`config.mk`:
```
export PLATFORM = sky130hd
export DESIGN_NAME = dualmode_fifo
export DESIGN_NICKNAME = d
export VERILOG_FILES = /design/src/rtl/dmf_pkg.sv /design/src/rtl/dmf_mem.sv /design/src/rtl/dmf_flags.sv /design/src/rtl/dualmode_fifo.sv
export SDC_FILE = /design/constraint.sdc
export NUM_CORES = 1
export LEC_CHECK = 0
export ABC_AREA = 1
export ABC_CLOCK_PERIOD_IN_PS = 8000
export BUFFER_PORTS_ARGS = -buffer_cell sky130_fd_sc_hd__clkbuf_2
export CAP_MARGIN = 20
export CORE_ASPECT_RATIO = 0.75
export CORE_MARGIN = 1.5
export CORE_UTILIZATION = 50
export CTS_CLUSTER_SIZE = 14
export DETAILED_ROUTE_END_ITERATION = 12
export PLACE_DENSITY = 0.66
export RECOVER_POWER = 50
export SETUP_SLACK_MARGIN = 0.4
export SLEW_MARGIN = 20
export SYNTH_ARGS = -nofsm -noshare
export SYNTH_HDL_FRONTEND = slang
export SYNTH_SLANG_ARGS = --single-unit
```
`constraint.sdc`:
```
create_clock -name clk -period 8 [get_ports clk]
set_clock_uncertainty 0.1 [all_clocks]
set_input_delay 1.2 -clock clk [delete_from_list [all_inputs] [get_ports clk]]
set_output_delay 1.2 -clock clk [all_outputs]
set_load 0.005 [all_outputs]
```
`src/rtl/dmf_pkg.sv`:
```
package dmf_pkg;

  typedef struct packed {
    logic stat_a;
    logic stat_b;
    logic half;
    logic near_empty;
    logic near_full;
  } flags_t;

  // Words the FIFO holds, counting the fall-through output stage.
  function automatic int unsigned fill_level(int unsigned stored, logic out_valid, logic fwft);
    return stored + ((fwft && out_valid) ? 1 : 0);
  endfunction

  function automatic flags_t derive_flags(int unsigned lvl, int unsigned depth,
                                          int unsigned ae_off, int unsigned af_off,
                                          logic out_valid, logic fwft);
    flags_t f;
    f.stat_a     = fwft ? out_valid : (lvl == 0);
    f.stat_b     = fwft ? (lvl < depth) : (lvl == depth);
    f.half       = (lvl >= depth / 2);
    f.near_empty = (lvl <= ae_off);
    f.near_full  = ((depth - lvl) <= af_off);
    return f;
  endfunction

endpackage

```
`src/rtl/dmf_mem.sv`:
```
module dmf_mem #(
  parameter int DATA_W = 9,
  parameter int ADDR_W = 5
) (
  input  logic              clk,
  input  logic              we,
  input  logic [ADDR_W-1:0] waddr,
  input  logic [DATA_W-1:0] wdata,
  input  logic [ADDR_W-1:0] raddr,
  output logic [DATA_W-1:0] rdata
);
  localparam int DEPTH = 1 << ADDR_W;

  logic [DATA_W-1:0] cells [DEPTH];

  always_ff @(posedge clk) begin
    if (we) cells[waddr] <= wdata;
  end

  assign rdata = cells[raddr];
endmodule

```
`src/rtl/dmf_flags.sv`:
```
module dmf_flags #(
  parameter int ADDR_W = 5
) (
  input  logic            clk,
  input  logic [ADDR_W:0] level_n,
  input  logic            ovalid_n,
  input  logic            fwft_n,
  input  logic [ADDR_W:0] ae_offset,
  input  logic [ADDR_W:0] af_offset,
  output logic            stat_a,
  output logic            stat_b,
  output logic            half_full,
  output logic            almost_empty,
  output logic            almost_full
);
  localparam int DEPTH = 1 << ADDR_W;

  dmf_pkg::flags_t f_n, f_q;

  always_comb begin
    f_n = dmf_pkg::derive_flags(int'(level_n), DEPTH, int'(ae_offset), int'(af_offset),
                                ovalid_n, fwft_n);
  end

  // Loaded on every edge from the post-edge level, so flags follow the operation at once.
  always_ff @(posedge clk) f_q <= f_n;

  assign stat_a       = f_q.stat_a;
  assign stat_b       = f_q.stat_b;
  assign half_full    = f_q.half;
  assign almost_empty = f_q.near_empty;
  assign almost_full  = f_q.near_full;
endmodule

```
`src/rtl/dualmode_fifo.sv`:
```
module dualmode_fifo #(
  parameter int DATA_W = 9,
  parameter int ADDR_W = 5
) (
  input  logic              clk,
  input  logic              mrst,
  input  logic              prst,
  input  logic              fwft_sel,
  input  logic              wr_en,
  input  logic [DATA_W-1:0] wr_data,
  input  logic              rd_en,
  output logic [DATA_W-1:0] rd_data,
  input  logic [ADDR_W:0]   ae_offset,
  input  logic [ADDR_W:0]   af_offset,
  output logic              empty_or_ready,
  output logic              full_or_room,
  output logic              half_full,
  output logic              almost_empty,
  output logic              almost_full
);
  localparam int DEPTH = 1 << ADDR_W;
  localparam int CW    = ADDR_W + 1;

  logic              fwft_q, fwft_n;
  logic [ADDR_W-1:0] wptr, rptr;
  logic [CW-1:0]     mcnt, mcnt_n;
  logic              ovalid, ovalid_n;
  logic [CW-1:0]     level, level_n;
  logic [DATA_W-1:0] mem_q;

  // Named internal events, also observed by the checker.
  logic wr_accept, rd_accept, consume, load, mem_pop;

  assign level     = CW'(dmf_pkg::fill_level(int'(mcnt), ovalid, fwft_q));
  assign wr_accept = wr_en && (level < CW'(DEPTH));
  assign rd_accept = !fwft_q && rd_en && (mcnt != '0);
  assign consume   = fwft_q && rd_en && ovalid;
  assign load      = fwft_q && (!ovalid || consume) && (mcnt != '0);
  assign mem_pop   = rd_accept || load;

  always_comb begin
    if (mrst) begin
      fwft_n   = fwft_sel;
      mcnt_n   = '0;
      ovalid_n = 1'b0;
    end else if (prst) begin
      fwft_n   = fwft_q;
      mcnt_n   = '0;
      ovalid_n = 1'b0;
    end else begin
      fwft_n   = fwft_q;
      mcnt_n   = mcnt + CW'(wr_accept) - CW'(mem_pop);
      ovalid_n = load ? 1'b1 : (consume ? 1'b0 : ovalid);
    end
    level_n = CW'(dmf_pkg::fill_level(int'(mcnt_n), ovalid_n, fwft_n));
  end

  always_ff @(posedge clk) begin
    fwft_q <= fwft_n;
    mcnt   <= mcnt_n;
    ovalid <= ovalid_n;
    if (mrst || prst) begin
      wptr    <= '0;
      rptr    <= '0;
      rd_data <= '0;
    end else begin
      if (wr_accept) wptr <= wptr + 1'b1;
      if (mem_pop) begin
        rptr    <= rptr + 1'b1;
        rd_data <= mem_q;
      end
    end
  end

  dmf_mem #(.DATA_W(DATA_W), .ADDR_W(ADDR_W)) u_mem (
    .clk   (clk),
    .we    (wr_accept && !mrst && !prst),
    .waddr (wptr),
    .wdata (wr_data),
    .raddr (rptr),
    .rdata (mem_q)
  );

  dmf_flags #(.ADDR_W(ADDR_W)) u_flags (
    .clk          (clk),
    .level_n      (level_n),
    .ovalid_n     (ovalid_n),
    .fwft_n       (fwft_n),
    .ae_offset    (ae_offset),
    .af_offset    (af_offset),
    .stat_a       (empty_or_ready),
    .stat_b       (full_or_room),
    .half_full    (half_full),
    .almost_empty (almost_empty),
    .almost_full  (almost_full)
  );
endmodule

```
== Yosys cells after proc, flatten, opt, wreduce, memory -nomap -nowiden ==
Memories as Yosys holds them, arrays and structs flattened. A register that Yosys moved wholly into a read port is not among the register bits.
Index checks and enable logic that the tools add are counted.
Operators by class
  muxes and demuxes: 13
  order comparisons: 5
  reduce and logical (&&, ||, !) cells: 20
  equal/unequal tests: 1
  $add $sub $neg: 7
Operator list (count)
  $le A32 B6 Y1: 1
  $add A6 B1 Y6: 3
  $lt A6 B6 Y1 const B: 2
  $mux W6: 2
  $logic_and A1 B1 Y1: 11
  $mux W1: 11
  $add A5 B1 Y5 const B: 2
  $sub A6 B6 Y7 const A: 1
  $eq A6 B6 Y1 const B: 1
  $ge A6 B5 Y1 const B: 1
  $le A6 B6 Y1: 1
  $logic_not A6 Y1: 1
  $reduce_bool A6 Y1: 1
  $sub A6 B1 Y6: 1
  $logic_not A1 Y1: 4
  $logic_or A1 B1 Y1: 3
Word-level totals
  memories: 1
  output and inout port bits: 14
  word-level logic and storage cells: 57
  register bits after elaboration: 23
  RAM bits: 288
  input port bits: 27
Memory list
  u_mem.cells: depth 32, width 9, rd ports 1, clocked after Yosys merged registers in 1, wr ports 1, line dmf_mem.sv:14  | logic [DATA_W-1:0] cells [DEPTH];

== Logic depth before layout (Yosys ltp) ==
  word-level depth: 13
  gate-level depth with buffers: 26

== Modules after synthesis ==
Synthesis repeated with hierarchy kept, for this count alone.
Second synthesis, totals
  cells, all modules: 1316
  area, all modules: 13914.6 µm²
By module, submodules not included
  dmf_mem: seq. area each 8648.3 µm², times used 1, cells an instance 1020, area an instance 11795.1 µm²
  dualmode_fifo: seq. area each 540.5 µm², times used 1, cells an instance 210, area an instance 1547.7 µm²
  dmf_flags: seq. area each 100.1 µm², times used 1, cells an instance 86, area an instance 571.8 µm²

== Worst setup path after synthesis ==
No wires, ideal clock.
  path type: in2reg
  start point: input port rd_en
  end point: register u_flags.f_q, in the netlist u_flags.almost_full
  setup slack: 3517 ps
  required time: 7783 ps
  arrival time: 4266 ps
  buffers on the path: 1
  stages on the path: 24
  path through: a21o_1 nand2_1 inv_1 buf_2 ha_1 inv_1 ha_1 fa_1 inv_1 nor2_1 ha_1 inv_1 nand4_1 nand2_1 inv_1 nand3_1 xnor2_1 inv_1 ha_1 nand2_1 o21ai_0 a31oi_1 a21oi_1 a21oi_1
RTL lines
  start, declared: line dualmode_fifo.sv:11  | input logic rd_en,
  end signal, assigned: line dmf_flags.sv:26  | always_ff @(posedge clk) f_q <= f_n;
  end, declared: line dmf_flags.sv:18  | dmf_pkg::flags_t f_n, f_q;

==> impl_metrics.yaml <==
run_status:
  status: "complete, but fails checks"
  violations: "max-capacitance violations, max-slew violations"
routing:
  drc: 0
  ant_nets: 0
  dr.pass1.iters: 5
  wl_per_cell_microns: 19.3
  drt-initial-drc-count: 844
  via_per_inst: 5.59
  vias: 9160
  wl_microns: 31700
clocking:
  cts_buffer_depth: 3
  cts_hold_buf: 0
  cts-root-buf: "clkbuf_16"
  insertion_delay_ps: 550
  clkTransAtPathRegs_ps: 60
  tritoncts: "done"
  numCtsBuffers: 30
  cts_resized: 0
  ctsHtreeMaxLevel: 1
  cts.sinks: 320
  cts_setup_buffers: 0
setup_path:
  critPathKind: "primary input to flop"
  cpLargestDelayFamily: "simple AND/OR/NAND/NOR gates"
  crit_fanout: 21
  crit_path_end_kind: "flop"
  r2r-start: "mcnt[4]$_DFF_P_"
  cpMostUsedCell: "inv_1"
  crit_start: "mrst"
  crit_buf_inv: 5
  path_cells: "clkbuf_1 -> nor2_1 -> inv_1 -> nor2_1 -> nand2_1 -> inv_1 -> ha_1 -> ha_1 -> inv_1 -> nand4_1 -> nand2_1 -> inv_1 -> nand3_1 -> nor2_1 -> nand2_1 -> xnor2_1 -> ha_1 -> nand3_1 -> nor3_1 -> a21oi_1 -> a21oi_1"
  critPathMaxStageDelay_ps: 990
  critPathSlowestCell: "nor2_1"
  crit_required_ps: 8380
  crit_arrival_ps: 5320
  start_kind: "primary input"
place:
  io_buffers: 40
  dp_hpwl_microns: 19000
  routabilityCongestion: 0.878
synthesis:
  yosys-top-cells-area: "edfxtp_1 (63%), nor2_1 (7.0%), dfxtp_1 (4.7%)"
  ys_seq_area_share_pct: 67.5
  yosys.area.top_type: "edfxtp_1"
  synthesis.area_sq_um: 13800
  ys_types: 30
  syn_inst: 1250
  ys_warn_count: 0
  ys.flop_type: "edfxtp_1"
  synth_edf_count: 288
  synth_common_cells: "edfxtp_1 (288), nor2_1 (258), nand2_1 (161)"
  synth.ff_latch_count: 320
  synth_top_area_share_pct: 62.9
  synth_nets: 1309
  syn_avg_cell_area_sq_um: 11.0
  async_flop_share_pct: 0
  synth_most_common_cell: "edfxtp_1"
sta:
  hold_viol_final: 0
  fin_tns_setup_ps: 0
  max_slew_margin_pct: -17.3
  timing.final.crit_share_pct: 61.8
  worstMarginPinSlew_ps: 1760
  max_clock_freq_ghz: 0.202
  finalCriticalPeriod_ps: 4940
  worst_hold_slack_ps: 410
  rsz0062_at_grt: "false"
  slew_violations: 264
  setup_viol: 0
floorplanning:
  pin_count: 41
  fp.dieH_microns: 147
  die_x_microns: 195
  coreArea_sq_um: 27000
  start_util_pct: 50.9
  rows: 52
  die_area_sq_um: 28500
pwr:
  irDropWorstVdd_v: 0.000287
  p_per_area_nw_per_um2: 303
  p_leak_nw: 5.35
flow_run:
  cap_violations: 8
global_route:
  grt_pass1_vias: 8473
  grt_antenna_before_repair: 0
  overflow: 0
  globalRouteTotalUtil_pct: 22.3
  grt_pass1_wl_microns: 49000
  grt_start_max_net_pins: 92
layout:
  nFillCells: 2295
  layout-drive-gt1-share_pct: 7.53
  num_antenna_cells: 0
  nets: 1324
  syn2layout_area_growth_pct: 9.40
hold_path:
  min_path_type: "flop to flop"
  hp-start: "rd_data[0]$_SDFFE_PP0P_"
## through the flow
stage	instances	worst slack (ps)	total power [mW]	cell area [sq um]	utilization, %
floorplan	1250	3520	2.89	13800	-
global placement	1583	2740	3.17	14100	52.2
detailed placement	1583	2620	3.19	14100	52.2
CTS	1638	3210	4.58	15100	55.8
global route	1639	2520	4.82	15000	55.7
finish	1639	3060	4.56	15000	55.7
## cell type report
cell class                      instances  area, sq um  area share, %
Inverter                               72          273           1.81
Timing Repair Buffer                   45          216           1.44
Sequential cell                       320         9300           61.8
Clock inverter                         16          128          0.848
Tap cell                              351          439           2.92
Clock buffer                           39          836           5.55
Multi-Input combinational cell        796         3860           25.6
## kinds of logic (layout without fill, tap and decap cells)
logic type               count (synthesis)  in the layout  synth area share, %
AO/OA/AOI/OAI                          224            224                 8.87
XOR/XNOR                                 3              3                0.191
adder cells (fa/ha/maj)                 32             32                 2.97
buffers and inverters                  134            172                 4.39
flip-flops                             320            320                 67.5
AND/OR/NAND/NOR                        537            537                 16.0
## path summary, 6_finish.rpt
check	to	slack, ps	cells past startpoint
max	u_flags.almost_full$_DFF_P_	3060	21
min	rd_data[0]$_SDFFE_PP0P_	410	2
max reg2reg	u_flags.almost_full$_DFF_P_	3360	25
min reg2reg	rd_data[0]$_SDFFE_PP0P_	410	2
## power by group
group | internal [mW] | total (mW) | switching (mW)
combinational | 0.402 | 1.20 | 0.803
clock | 0.796 | 1.40 | 0.600
sequential | 1.87 | 1.96 | 0.0871
total | 3.07 | 4.56 | 1.49
## tightest hold or removal path, cell delays in order (launching register included)
cell and delay (ps):
dfxtp_1 340, nand2_1 70, a21oi_1 50
## routing by layer
metal / part of all wire (%) / vias up / routed length, microns / GRT usage, %
met3: 7.2 / 45 / 2280 / 3.77
met2: 44 / 302 / 14000 / 33.3
met1: 47 / 4440 / 14800 / 33.9
met5: 0 / - / 0 / 0
met4: 2.2 / 0 / 700 / 5.86
li1: - / 4373 / - / -
## flip-flops by register name (all words and copies together) (netlist names)
name                  flops
rptr                      5
mcnt                      6
u_mem.cells             288
u_flags.almost_empty      1
wptr                      5
rd_data                   9
fwft_q                    1
u_flags.half_full         1
u_flags.almost_full       1
ovalid                    1
u_flags.stat_b            1
u_flags.stat_a            1
## cells in the final DEF (no fill, tap or decap)
cell          n
a21o_1        1
nand2_2       2
inv_2         4
clkbuf_8      3
dfxtp_4       2
nor2_2        5
or2_2         9
xnor2_1       3
ha_1         31
a31oi_1       1
dfxtp_1      30
clkinv_4      1
clkbuf_1     22
a21oi_1      44
clkbuf_16    31
bufinv_16     2
nand4_1       6
clkinvlp_4    1
clkbuf_2     23
nand3_2       3
o21a_1        1
nor3_1        4
o211ai_1     37
nor2_1      259
nand2_1     161
fa_1          1
nand3_1      88
o21ai_1      40
inv_1        66
clkinv_2      5
o21ai_0     100
clkinv_1      8
edfxtp_1    288
inv_4         1
buf_4         5
(Power assumes the default switching activity.)
